$ cat src/rtl/crb_pkg.sv
package crb_pkg;

    localparam int unsigned WORD_W = 16;

    typedef logic [WORD_W-1:0] word_t;

    typedef enum logic [2:0] {
        OP_NONE  = 3'd0,
        OP_ADDR  = 3'd1,
        OP_DATA  = 3'd2,
        OP_WRITE = 3'd3,
        OP_READ  = 3'd4
    } crb_op_e;

    typedef enum logic [1:0] {
        HS_IDLE = 2'd0,
        HS_WAIT = 2'd1,
        HS_HOLD = 2'd2
    } hs_state_e;

    typedef struct packed {
        logic cap_addr;
        logic cap_data;
        logic wr;
        logic rd;
    } crb_strobes_t;

    localparam int unsigned DEF_NREGS = 5;
    localparam logic [DEF_NREGS*WORD_W-1:0] DEF_ADDR_MAP =
        {16'h102D, 16'h1010, 16'h1006, 16'h1002, 16'h0030};
    localparam logic [DEF_NREGS*WORD_W-1:0] DEF_RESET_MAP =
        {16'h0003, 16'h0A5A, 16'h0040, 16'h1234, 16'h0080};

    // Fixed priority: address capture first, read last.
    function automatic crb_op_e pick_op(crb_strobes_t s);
        if (s.cap_addr)      return OP_ADDR;
        else if (s.cap_data) return OP_DATA;
        else if (s.wr)       return OP_WRITE;
        else if (s.rd)       return OP_READ;
        else                 return OP_NONE;
    endfunction

    function automatic logic strobe_of(crb_op_e op, crb_strobes_t s);
        case (op)
            OP_ADDR:  return s.cap_addr;
            OP_DATA:  return s.cap_data;
            OP_WRITE: return s.wr;
            OP_READ:  return s.rd;
            default:  return 1'b0;
        endcase
    endfunction

endpackage

$ cat src/rtl/crb_handshake.sv
module crb_handshake
    import crb_pkg::*;
#(
    parameter int unsigned ACK_LATENCY = 2
) (
    input  logic         clk,
    input  logic         rst,
    input  crb_strobes_t strobes,
    output logic         fire,
    output crb_op_e      fire_op,
    output logic         ack
);
    localparam int unsigned CW = (ACK_LATENCY > 0) ? $clog2(ACK_LATENCY + 1) : 1;

    hs_state_e state_q;
    crb_op_e   op_q;
    logic [CW-1:0] cnt_q;
    crb_op_e   op_now;

    always_comb begin
        op_now  = pick_op(strobes);
        fire    = (state_q == HS_IDLE) && (op_now != OP_NONE);
        fire_op = op_now;
        ack     = (state_q == HS_HOLD);
    end

    always_ff @(posedge clk) begin
        if (rst) begin
            state_q <= HS_IDLE;
            op_q    <= OP_NONE;
            cnt_q   <= '0;
        end else begin
            case (state_q)
                HS_IDLE: if (fire) begin
                    state_q <= HS_WAIT;
                    op_q    <= op_now;
                    cnt_q   <= '0;
                end
                HS_WAIT: begin
                    if (cnt_q == CW'(ACK_LATENCY)) state_q <= HS_HOLD;
                    else                           cnt_q   <= cnt_q + 1'b1;
                end
                HS_HOLD: if (!strobe_of(op_q, strobes)) state_q <= HS_IDLE;
                default: state_q <= HS_IDLE;
            endcase
        end
    end

    // Independent latency observer for the ack timing check.
    int unsigned since_fire;
    always_ff @(posedge clk) begin
        if (rst)                                 since_fire <= 0;
        else if (fire)                           since_fire <= 1;
        else if (!ack && since_fire < 1000)      since_fire <= since_fire + 1;
    end

    a_r6_ack_latency: assert property (@(posedge clk) disable iff (rst)
        $rose(ack) |-> since_fire == ACK_LATENCY + 2);
    a_r7_ack_held: assert property (@(posedge clk) disable iff (rst)
        (ack && strobe_of(op_q, strobes)) |=> ack);
    a_r7_ack_drops: assert property (@(posedge clk) disable iff (rst)
        (ack && !strobe_of(op_q, strobes)) |=> !ack);
    a_r8_no_fire_while_ack: assert property (@(posedge clk) disable iff (rst)
        ack |-> !fire);
    a_r6_no_early_ack: assert property (@(posedge clk) disable iff (rst)
        fire |=> !ack);

endmodule

$ cat src/rtl/crb_regfile.sv
module crb_regfile
    import crb_pkg::*;
#(
    parameter int unsigned NREGS = DEF_NREGS,
    parameter logic [NREGS*WORD_W-1:0] ADDR_MAP  = DEF_ADDR_MAP,
    parameter logic [NREGS*WORD_W-1:0] RESET_MAP = DEF_RESET_MAP
) (
    input  logic    clk,
    input  logic    rst,
    input  logic    fire,
    input  crb_op_e fire_op,
    input  word_t   din,
    output word_t   rdata,
    output logic    hit
);
    word_t addr_q;
    word_t data_q;
    word_t regs [NREGS];

    always_ff @(posedge clk) begin
        if (rst) begin
            addr_q <= '0;
            data_q <= '0;
        end else if (fire) begin
            if (fire_op == OP_ADDR) addr_q <= din;
            if (fire_op == OP_DATA) data_q <= din;
        end
    end

    for (genvar i = 0; i < NREGS; i++) begin : g_reg
        localparam word_t MY_ADDR  = ADDR_MAP[i*WORD_W +: WORD_W];
        localparam word_t MY_RESET = RESET_MAP[i*WORD_W +: WORD_W];
        always_ff @(posedge clk) begin
            if (rst)
                regs[i] <= MY_RESET;
            else if (fire && fire_op == OP_WRITE && addr_q == MY_ADDR)
                regs[i] <= data_q;
        end
    end

    always_comb begin
        rdata = '0;
        hit   = 1'b0;
        for (int i = 0; i < NREGS; i++) begin
            if (addr_q == ADDR_MAP[i*WORD_W +: WORD_W]) begin
                rdata = rdata | regs[i];
                hit   = 1'b1;
            end
        end
    end

    a_r4_write_commits: assert property (@(posedge clk) disable iff (rst)
        (fire && fire_op == OP_WRITE && hit) |=> rdata == $past(data_q));
    a_r3_capture_keeps_reg: assert property (@(posedge clk) disable iff (rst)
        (fire && fire_op == OP_DATA) |=> $stable(rdata));

endmodule

$ cat src/rtl/crb_target_bank.sv
module crb_target_bank
    import crb_pkg::*;
#(
    parameter int unsigned ACK_LATENCY = 2,
    parameter int unsigned NREGS = DEF_NREGS,
    parameter logic [NREGS*WORD_W-1:0] ADDR_MAP  = DEF_ADDR_MAP,
    parameter logic [NREGS*WORD_W-1:0] RESET_MAP = DEF_RESET_MAP
) (
    input  logic        clk,
    input  logic        rst,
    input  logic [15:0] cr_din,
    input  logic        cr_cap_addr,
    input  logic        cr_cap_data,
    input  logic        cr_wr,
    input  logic        cr_rd,
    output logic [15:0] cr_dout,
    output logic        cr_ack
);
    crb_strobes_t strobes;
    logic    fire;
    crb_op_e fire_op;
    word_t   rdata;
    logic    hit;
    word_t   dout_q;

    assign strobes = '{cap_addr: cr_cap_addr, cap_data: cr_cap_data,
                       wr: cr_wr, rd: cr_rd};

    crb_handshake #(.ACK_LATENCY(ACK_LATENCY)) u_hs (
        .clk(clk), .rst(rst), .strobes(strobes),
        .fire(fire), .fire_op(fire_op), .ack(cr_ack)
    );

    crb_regfile #(.NREGS(NREGS), .ADDR_MAP(ADDR_MAP), .RESET_MAP(RESET_MAP)) u_rf (
        .clk(clk), .rst(rst), .fire(fire), .fire_op(fire_op),
        .din(cr_din), .rdata(rdata), .hit(hit)
    );

    always_ff @(posedge clk) begin
        if (rst)                          dout_q <= '0;
        else if (fire && fire_op == OP_READ) dout_q <= rdata;
    end

    assign cr_dout = dout_q;

    a_r9_unimpl_reads_zero: assert property (@(posedge clk) disable iff (rst)
        (fire && fire_op == OP_READ && !hit) |=> cr_dout == '0);
    a_r5_dout_holds: assert property (@(posedge clk) disable iff (rst)
        !(fire && fire_op == OP_READ) |=> $stable(cr_dout));

endmodule

$ cat config.mk
export PLATFORM = sky130hd
export DESIGN_NAME = crb_target_bank
export DESIGN_NICKNAME = d
export VERILOG_FILES = /design/src/rtl/crb_pkg.sv /design/src/rtl/crb_handshake.sv /design/src/rtl/crb_regfile.sv /design/src/rtl/crb_target_bank.sv
export SDC_FILE = /design/constraint.sdc
export NUM_CORES = 1
export LEC_CHECK = 0
export ABC_AREA = 0
export BUFFER_PORTS_ARGS = -buffer_cell sky130_fd_sc_hd__buf_2
export CAP_MARGIN = 20
export CELL_PAD_IN_SITES_DETAIL_PLACEMENT = 0
export CELL_PAD_IN_SITES_GLOBAL_PLACEMENT = 1
export CORE_MARGIN = 2
export CORE_UTILIZATION = 48
export DETAILED_ROUTE_END_ITERATION = 10
export PLACE_DENSITY = 0.77
export SETUP_SLACK_MARGIN = 0.1
export SLEW_MARGIN = 20
export SYNTH_ARGS = -nofsm -noshare
export SYNTH_HDL_FRONTEND = slang
export SYNTH_SLANG_ARGS = --single-unit
$ cat constraint.sdc
create_clock -name clk -period 3.74 [get_ports clk]
set_clock_uncertainty 0.1 [all_clocks]
set_input_delay 0.187 -clock clk [delete_from_list [all_inputs] [get_ports clk]]
set_output_delay 0.187 -clock clk [all_outputs]
set_load 0.005 [all_outputs]
# Yosys cells after proc, flatten, opt, wreduce, memory -nomap -nowiden

Memory sizes are Yosys's and may differ from the RTL's.
Index checks and enable logic that the tools add are counted.

Flip-flop bits (word level): 55
Bits in writable memories: 80
Logic and storage cells: 94
Memories: 1

Add/sub/neg operators: 1
Equal/unequal tests: 20
Multiplexer cells: 41
Bitwise operators: 9
Reduce and logical (&&, ||, !) cells: 16

Memory list:

| name      | words | width | read ports | clocked after memory_dff | wr ports | line              | source |
|---|---|---|---|---|---|---|---|
| u_rf.regs | 5     | 16    | 5          | 0                        | 5        | crb_regfile.sv:18 | `word_t regs [NREGS];` |

Operators with widths:

| kind                                                                    | count |
|---|---|
| 16-bit two-way mux                                                      | 10 |
| 16-bit by 13-bit == test with 1-bit output, second input constant       | 4 |
| 16-bit OR                                                               | 4 |
| 1-bit two-way mux                                                       | 19 |
| 16-bit by 6-bit == test with 1-bit output, second input constant        | 1 |
| 3-bit by 2-bit == test with 1-bit output, second input constant         | 4 |
| 3-bit two-way mux                                                       | 4 |
| 2-bit two-way mux                                                       | 5 |
| 1-bit logical AND                                                       | 8 |
| 3-bit by 1-bit == test with 1-bit output, second input constant         | 2 |
| 3-bit == test, second input constant                                    | 2 |
| 2-bit inequality test, second input constant                            | 3 |
| 2-bit case mux with 3 select lines                                      | 1 |
| 2-bit AND reduction                                                     | 3 |
| 3-bit AND reduction                                                     | 2 |
| 1-bit OR                                                                | 5 |
| 2-bit == test, second input constant                                    | 2 |
| 1-bit case mux with 4 select lines                                      | 1 |
| 2-bit case mux with 2 select lines                                      | 1 |
| 3-bit nonzero test                                                      | 1 |
| 2-bit by 1-bit adder with 2-bit output, second input constant           | 1 |
| 2-bit by 1-bit == test with 1-bit output, second input constant         | 1 |
| 2-bit zero test                                                         | 1 |
| 2-bit by 1-bit inequality test with 1-bit output, second input constant | 1 |
| 2-bit nonzero test                                                      | 1 |

# Logic depth before layout (Yosys ltp)

Gate-level depths: netlist of run 1.

Word-level depth: 12
Gate-level depth with buffers: 7

# Modules after synthesis

From an unflattened synthesis of run 1, not the netlist that was laid out.

Cell total of the unflattened synthesis: 591
Area, all modules: 6366.1 um^2

By module, submodules not included:

| module          | instances | cells each | area an instance (um^2) | sequential area each (um^2) |
|---|---|---|---|---|
| crb_regfile     | 1         | 478        | 5246.3                  | 3042.9 |
| crb_target_bank | 1         | 70         | 735.7                   | 320.3 |
| crb_handshake   | 1         | 43         | 384.1                   | 140.1 |

# Worst setup path after synthesis of run 1

Ideal clock, no wire load.

Path type: flip-flop to flip-flop
From: register u_rf.addr_q[6]
To: memory u_rf.regs[1][0] in the netlist's numbering (enable)
Data arrival time: 2.181 ns
Required time: 3.226 ns
Setup slack: 1.045 ns
Cell stages (with the launch flop): 4
Path buffers: 0
Clock period less this slack: 2.695 ns
Cells stage by stage: dfxtp_1 -> nor4_4 -> nand4_4 -> o31ai_1

RTL lines:

| element                | line              | source |
|---|---|---|
| from (decl)            | crb_regfile.sv:16 | `word_t addr_q;` |
| from (signal assigned) | crb_regfile.sv:25 | `if (fire_op == OP_ADDR) addr_q <= din;` |
| to (decl)              | crb_regfile.sv:18 |  |

==> reports/results.md, run 1 <==
| Stage | Item | Value |
|:---|:---|:---|
| critical path | Type of element capturing the critical path | flop |
| routing | Uppermost layer routed | met4 |
| clock tree | Number of CTS-inserted buffers | 17 |
| grt | Wire length of the first global-routing pass | 18,240 um |
| synth | Area contributors post-synth | sky130_fd_sc_hd__edfxtp_1 (42%), sky130_fd_sc_hd__dfxtp_1 (19%), sky130_fd_sc_hd__and2_1 (7.4%) |
| worst hold path | Class of the tightest hold or removal check | input port to flop |
| floorplanning | Die outline height | 112.5 um |
| critical path | Reg-to-reg critical path startpoint | u_rf.addr_q[6] |
| timing | Peak clock frequency supported by timing | 0.3845 GHz |
| synth | Post-Syn Nets | 536 |
| floorplanning | Die footprint | 12,670 sq um |
| placement | I/O Buffers | 38 |
| timing | Total Negative Setup Slacks | 0 ps |
| synth | Largest family of logic cells by synthesized area | simple AND/OR/NAND/NOR gates |
| synth | Simple-gate area share of the yosys netlist | 21.33% |
| synth | Synth cell types | 44 |
| routing | Number of vias after detailed routing | 3,837 |
| routing | Met2 Routed Length | 5073 um |
| clock tree | Clk pin slew, worst setup/hold paths | 60 ps |
| critical path | Category of the critical setup timing path | flop to flop |
| timing | RSZ-0062 raised after global routing | false |
| cells and area | Design Area, Final | 6686 sq um |
| routing | DR WL/cell | 15.52 um |
| clock tree | Clock Tree Buf Depth | 2 |
| clock tree | CTS tree | yes |
| routing | DRC violation total after the first TritonRoute iteration | 303 |
| synth | Cell taking the most area after synthesis | sky130_fd_sc_hd__edfxtp_1 |
| floorplanning | Core box area | 11,470 sq um |
| clock tree | Htree depth | 4 |
| clock tree | Root cell of the clock tree | sky130_fd_sc_hd__clkbuf_16 |
| critical path | Critical path peak fanout | 17 |
| critical path | Kind of start point of the critical path | flop |
| cells and area | Final-stage net count | 587 |
| power | Sequential power share | 48.5% |
| routing | Vias/cell | 5.329 |
| power | Part of the power in combinational logic | 5.3% |
| cells and area | Final antenna diode count | 0 |
| synth | Post-synth EDFFs | 80 |
| critical path | Worst Path Required | 3690 ps |
| timing | Final number of setup-violating endpoints | 0 |
| grt | Via count of the first global-routing pass | 3,619 |
| synth | Synth Area in Compound Gates | 13.58% |
| synth | Count of mapped cells out of synthesis | 513 |
| power | Net switching component of the power | 728.9 uW |
| placement | Cell Area, Placed | 5957 sq um |
| grt | Remaining Overflow, GRT | 0 |
| synth | Synth warn | 0 |
| outcome | Result of the run | finished, final reports clean |
| grt | Pin count of the biggest net entering global routing | 59 |
| grt | Total track usage | 18.75% |
| synth | Synthesized-area fraction occupied by xor and xnor cells | 0% |
| synth | Average instance area after synthesis | 11.02 sq um |
| timing | Final number of hold-violating endpoints | 0 |
| routing | Met3 WL | 605 um |
| placement | DPL Wire Length | 7688 um |
| floorplanning | # IOs | 39 |
| timing | Worst Setup Slack, final | 1139 ps |
| synth | Yosys top cell area share | 42.48% |
| grt | Initial antenna violation count | 0 |
| flow run | Count of max-cap constraint violations | 0 |
| placement | Placer Congestion | 0.7678 |
| power | Clock Power Share | 46.2% |
| power | Power Internal | 2695 uW |
| routing | M1 wire length | 5367 um |
| power | Net switching fraction of the power | 21.29% |
| floorplanning | Standard-cell rows | 39 |
| power | Power, Total | 3423 uW |
| placement | Pre-CTS setup slack | 1116 ps |
| cells and area | Final Instance Count excl. Fillers | 720 |
| power | Maximum VDD drop | 0.3609 mV |
| floorplanning | Chip Width | 112.5 um |
| placement | Count of placed standard cells including taps | 672 |
| synth | Adder and majority cell fraction of the synthesized area | 0.2212% |
| timing | Final period util | 69.54% |
| cells and area | Layout overhead on the synthesized area | 18.23% |
| timing | Relative slew slack | 29.58% |
| routing | Residual antenna-violating net count after detailed routing | 0 |
| synth | Netlist Area Pre-Place | 5655 sq um |
| clock tree | Clock net sink count | 135 |
| synth | Sequential share of the synthesized area | 61.95% |
| timing | Max-slew violation count | 0 |
| routing | Number of iterations in the first detailed-routing pass | 5 |
| cells and area | Share of final-layout standard cells stronger than drive strength 1 | 15.60% |
| floorplanning | Initial core utilization | 49.32% |
| critical path | Signal arrival time at the worst endpoint | 2550 ps |
| clock tree | Number of resized instances in the post-cts repair step | 0 |
| clock tree | Worst skew pair latency | 410 ps |
| power | Leakage dissipation | 0.002320 uW |
| cells and area | Commonest cells after routing, fill and taps aside | sky130_fd_sc_hd__edfxtp_1 (80), sky130_fd_sc_hd__nand2_1 (74), sky130_fd_sc_hd__and2_1 (67) |
| timing | Post-layout minimum cycle time | 2601 ps |
| synth | Main synth FF type | sky130_fd_sc_hd__edfxtp_1 |
| synth | Share of synthesized area spent on multiplexers | 0.1991% |
| power | PD cells | 512.0 nW/um^2 |
| routing | Drt drc | 0 |
| cells and area | Most common cell after layout, fill and taps aside | sky130_fd_sc_hd__edfxtp_1 |
| critical path | Worst setup path startpoint | u_rf.addr_q[6] |
| routing | Detailed-route wire length | 11,180 um |
| synth | Total of flip-flops plus latches after synthesis | 135 |
| synth | Async S/R FF share, synth | 0% |
| timing | Worst-margin pin slew | 1043 ps |
| worst hold path | Origin of the worst min-delay path | cr_wr |
-- metrics by stage --
step | hold slack (ps) | util, %
after detailed placement | 347.5 | 51.95
after global routing | 86.67 | 58.31
after CTS | 22.49 | 58.29
after global placement | 341.5 | 51.95
final | 37.13 | 58.31
after floorplan | 223.0 | -
-- path summary, 6_finish.rpt --
check	endpoint	slack [ps]	cells past startpoint
setup / recovery	u_rf.regs[3][8]	1140	5
hold / removal	u_hs.op_q[1]	40	3
setup reg to reg	u_rf.regs[3][8]	1140	5
hold reg to reg	u_rf.addr_q[11]	350	2
-- cell usage after synthesis, types with 2 or more instances --
| cell | n |
|---|---|
| sky130_fd_sc_hd__edfxtp_1 | 80 |
| sky130_fd_sc_hd__nand2_1 | 74 |
| sky130_fd_sc_hd__and2_1 | 67 |
| sky130_fd_sc_hd__a21oi_1 | 55 |
| sky130_fd_sc_hd__dfxtp_1 | 55 |
| sky130_fd_sc_hd__a22oi_1 | 32 |
| sky130_fd_sc_hd__nor2_1 | 26 |
| sky130_fd_sc_hd__clkbuf_1 | 19 |
| sky130_fd_sc_hd__o21ai_0 | 19 |
| sky130_fd_sc_hd__a211oi_1 | 16 |
| sky130_fd_sc_hd__or3_1 | 8 |
| sky130_fd_sc_hd__buf_2 | 5 |
| sky130_fd_sc_hd__nand2b_1 | 4 |
| sky130_fd_sc_hd__nand3b_1 | 4 |
| sky130_fd_sc_hd__nor2b_1 | 4 |
| sky130_fd_sc_hd__or2b_1 | 4 |
| sky130_fd_sc_hd__inv_1 | 3 |
| sky130_fd_sc_hd__nand3_1 | 3 |
| sky130_fd_sc_hd__nor2_2 | 3 |
| sky130_fd_sc_hd__o31ai_1 | 3 |
| sky130_fd_sc_hd__buf_4 | 2 |
| sky130_fd_sc_hd__buf_6 | 2 |
| sky130_fd_sc_hd__nor3_1 | 2 |
| sky130_fd_sc_hd__nor4_4 | 2 |
| sky130_fd_sc_hd__or3_4 | 2 |
-- registers in the layout, summed over array words and instances, names as in the netlist --
signal        cells
cr_dout          16
u_hs.cnt_q        2
u_hs.op_q         3
u_hs.state_q      2
u_rf.addr_q      16
u_rf.data_q      16
u_rf.regs        80
-- power groups by stage --
stage	Combinational [uW]	Clock, uW	Sequential, uW
2_1_floorplan	117	0	1680
3_3_place_gp	168	0	1690
3_5_place_dp	170	0	1690
4_1_cts	183	1610	1660
5_1_grt	205	1670	1670
6_report	182	1580	1660
-- metal layers --
layer	vias up	global-route usage, %
met1	1792	25.65
met4	0	7.398
met2	92	28.38
met5	-	0
li1	1940	-
met3	13	5.346
-- worst max-delay path: stages (launching register included) --
cell and delay [ps]:
sky130_fd_sc_hd__dfxtp_1 330, sky130_fd_sc_hd__nor4_4 360, sky130_fd_sc_hd__nand4_1 560, sky130_fd_sc_hd__nor2_1 310, sky130_fd_sc_hd__nand2_1 80, sky130_fd_sc_hd__nand2_1 480
-- logic make-up (layout without fill, tap and decap cells) --
| kind of cell | count (synthesis) | in the layout |
|---|---|---|
| and+or+nand+nor | 216 | 216 |
| DFF | 135 | 135 |
| AOI/OAI and AO/OA | 127 | 127 |
| buffers and inverters | 33 | 97 |
| adders and majority gates | 1 | 1 |
| muxes | 1 | 1 |
-- what timing repair did --
action,in CTS,in global routing
hold buffers,16,0
hold endpoints to repair,32,0
setup buffers,0,0
-- final cells by class --
class                      instances  area, sq um
tap                              143        178.9
inverter                           3        11.26
timing repair buffer              62        412.9
sequential                       135         3503
clock buffer                      21        460.4
clock inverter                    11        106.4
fill                             978         4781
multi-input combinational        345         2013
(Power assumes the default switching activity.)
==> run 2, diff against run 1 <==
CORE_UTILIZATION = 43   (was 48)
PLACE_DENSITY = 0.73   (was 0.77)
clock period = 2.1 ns   (was 3.74 ns; I/O delays follow)
==> reports/results.md, run 2 (same netlist as run 1, synthesis figures left out) <==
| Stage | Item | Value | Delta |
|:---|:---|:---|:---|
| clock tree | Clock Tree Buf Depth | 2 | unchanged |
| routing | Vias/cell | 5.207 | was 5.329 |
| grt | Via count of the first global-routing pass | 4,054 | was 3,619 |
| grt | Wire length of the first global-routing pass | 20,540 um | was 18,240 um |
| cells and area | Layout overhead on the synthesized area | 26.06% | was 18.23% |
| placement | Placer Congestion | 0.7373 | was 0.7678 |
| routing | DR WL/cell | 16.53 um | was 15.52 um |
| placement | I/O Buffers | 38 | unchanged |
| critical path | Reg2Reg Setup Slack | 30 ps | was 1140 ps |
| routing | Drt drc | 0 | unchanged |
| cells and area | Final standard cell utilization of the core | 56.04% | was 58.31% |
| cells and area | Largest register FFs | 80 | unchanged |
| critical path | Worst Path Required | 2170 ps | was 3690 ps |
| timing | Final number of hold-violating endpoints | 0 | unchanged |
| cells and area | Design Area, Final | 7129 sq um | was 6686 sq um |
| routing | Number of vias after detailed routing | 4,051 | was 3,837 |
| clock tree | Worst skew pair latency | 420 ps | was 410 ps |
| floorplanning | Core box area | 12,720 sq um | was 11,470 sq um |
| floorplanning | # IOs | 39 | unchanged |
| power | PD cells | 890.2 nW/um^2 | was 512.0 nW/um^2 |
| placement | Count of placed standard cells including taps | 719 | was 672 |
| cells and area | Share of final-layout standard cells stronger than drive strength 1 | 22.44% | was 15.60% |
| timing | Relative slew slack | 28.51% | was 29.58% |
| clock tree | Htree depth | 4 | unchanged |
| floorplanning | Standard-cell rows | 41 | was 39 |
| routing | Number of iterations in the first detailed-routing pass | 6 | was 5 |
| clock tree | CTS tree | yes | unchanged |
| floorplanning | Die outline height | 118.7 um | was 112.5 um |
| critical path | Type of element capturing the critical path | flop | unchanged |
| timing | Post-layout minimum cycle time | 2070 ps | was 2601 ps |
| cells and area | Most flops, register | u_rf.regs | unchanged |
| outcome | Result of the run | finished, final reports clean | unchanged |
| routing | DRC violation total after the first TritonRoute iteration | 286 | was 303 |
| timing | Peak clock frequency supported by timing | 0.4831 GHz | was 0.3845 GHz |
| grt | Initial antenna violation count | 0 | unchanged |
| critical path | Worst setup path startpoint | u_rf.addr_q[3] | was u_rf.addr_q[6] |
| timing | Final number of setup-violating endpoints | 0 | unchanged |
| routing | Detailed-route wire length | 12,860 um | was 11,180 um |
| floorplanning | Die footprint | 14,080 sq um | was 12,670 sq um |
| power | Leakage dissipation | 0.002517 uW | was 0.002320 uW |
| flow run | Count of max-cap constraint violations | 0 | unchanged |
| clock tree | Root cell of the clock tree | sky130_fd_sc_hd__clkbuf_16 | unchanged |
| power | Power, Total | 6347 uW | was 3423 uW |
| critical path | End of the worst register-to-register path | u_rf.regs[3][1] | was u_rf.regs[3][8] |
| critical path | Reg-to-reg critical path startpoint | u_rf.addr_q[3] | was u_rf.addr_q[6] |
| timing | Max-slew violation count | 0 | unchanged |
| clock tree | Clock net sink count | 135 | unchanged |
| worst hold path | Class of the tightest hold or removal check | input port to flop | unchanged |
| critical path | Kind of start point of the critical path | flop | unchanged |
| critical path | Critical path peak fanout | 8 | was 17 |
| timing | Hold_ws | 36.28 ps | was 37.13 ps |
| cells and area | Final antenna diode count | 0 | unchanged |
| critical path | Signal arrival time at the worst endpoint | 2140 ps | was 2550 ps |
| grt | Pin count of the biggest net entering global routing | 40 | was 59 |
| placement | DPL Wire Length | 8539 um | was 7688 um |
| floorplanning | Chip Width | 118.7 um | was 112.5 um |
| timing | Final period util | 98.57% | was 69.54% |
| timing | Worst-margin pin slew | 1059 ps | was 1043 ps |
| clock tree | Clk pin slew, worst setup/hold paths | 50 ps | was 60 ps |
| cells and area | Commonest cells after routing, fill and taps aside | sky130_fd_sc_hd__edfxtp_1 (80), sky130_fd_sc_hd__nand2_1 (71), sky130_fd_sc_hd__and2_1 (60) | was sky130_fd_sc_hd__edfxtp_1 (80), sky130_fd_sc_hd__nand2_1 (74), sky130_fd_sc_hd__and2_1 (67) |
| placement | Cell Area, Placed | 6171 sq um | was 5957 sq um |
| clock tree | Number of CTS-inserted buffers | 17 | unchanged |
| routing | Residual antenna-violating net count after detailed routing | 0 | unchanged |
| critical path | Cell count of the worst reg-to-reg path | 6 | was 5 |
| cells and area | Final Instance Count excl. Fillers | 778 | was 720 |
| critical path | Category of the critical setup timing path | flop to flop | unchanged |
| floorplanning | Initial core utilization | 44.45% | was 49.32% |
| cells and area | Final-stage net count | 616 | was 587 |
| critical path | Capturing element of the worst setup path | u_rf.regs[3][1] | was u_rf.regs[3][8] |
| cells and area | Most common cell after layout, fill and taps aside | sky130_fd_sc_hd__edfxtp_1 | unchanged |
| timing | RSZ-0062 raised after global routing | true | was false |
| grt | Remaining Overflow, GRT | 0 | unchanged |
| power | Maximum VDD drop | 0.4892 mV | was 0.3609 mV |
| grt | Total track usage | 18.91% | was 18.75% |
## run 2: cell count changes in the layout (fill, tap and decap cells not counted), moves of 4 or more
cell / delta
sky130_fd_sc_hd__dfxtp_1: -4
sky130_fd_sc_hd__o21ai_0: -9
sky130_fd_sc_hd__and2_1: -7
sky130_fd_sc_hd__o21ai_1: +9
sky130_fd_sc_hd__buf_4: +13
sky130_fd_sc_hd__and2_4: +7
sky130_fd_sc_hd__buf_6: +8
## run 2: cell type report
| class | instances | area (sq um) |
|---|---|---|
| multi-input combinational | 346 | 2106 |
| tap | 172 | 215.2 |
| timing repair buffer | 90 | 690.7 |
| clock inverter | 11 | 155.1 |
| clock buffer | 21 | 440.4 |
| inverter | 3 | 11.26 |
| fill | 1153 | 5593 |
| sequential | 135 | 3511 |
## run 2: worst max-delay path, cell delays in order (launching register included)
cell and delay [ps]:
sky130_fd_sc_hd__dfxtp_4 360, sky130_fd_sc_hd__nor3_4 190, sky130_fd_sc_hd__nand3b_1 90, sky130_fd_sc_hd__or3_4 390, sky130_fd_sc_hd__nor4_4 260, sky130_fd_sc_hd__buf_4 190
sky130_fd_sc_hd__or2b_1 230
## run 2: per-stage QoR
stage / setup TNS, ps / worst slack (ps)
detailed placement: 0 / 96.44
global placement: 0 / 156.5
finish: 0 / 30.01
CTS: 0 / 107.9
global route: -210.2 / -52.27
floorplan: -5124 / -118.1
## run 2: power breakdown
group,internal [uW],switching [uW],total (uW),leakage [uW]
logic,159,217,377,0.00100
registers,2890,72.6,2960,0.00122
clock network,1970,1040,3010,0.000290
## run 2: layer usage
| layer | up-vias | share of wire (%) | routed length [um] | GRT usage [%] |
|---|---|---|---|---|
| met5 | - | 0 | 0 | 0 |
| met2 | 69 | 49 | 6258 | 30.64 |
| met4 | 0 | 1.6 | 210 | 7.515 |
| met1 | 1960 | 46 | 5952 | 24.80 |
| met3 | 18 | 3.4 | 438 | 3.958 |
| li1 | 2004 | - | - | - |
## run 2: worst min path at each step
stage	from	end	cells past startpoint
2_1_floorplan	cr_din[10]	u_rf.addr_q[10]	2
3_3_place_gp	cr_din[15]	u_rf.data_q[15]	3
3_5_place_dp	cr_din[15]	u_rf.data_q[15]	3
4_1_cts	cr_cap_addr	u_hs.op_q[0]	3
5_1_grt	cr_cap_addr	u_hs.op_q[0]	3
6_report	cr_cap_addr	u_hs.op_q[0]	3
## run 2: repair_timing
| item | 4_1_cts | 5_1_grt |
|---|---|---|
| setup buffers | 1 | 4 |
| setup endpoints to repair | 2 | 167 |
| pin swaps | 0 | 6 |
| resized for setup | 0 | 46 |
| cloned | 0 | 4 |
| hold buffers | 18 | 0 |
| endpoints found under the hold margin | 33 | 0 |
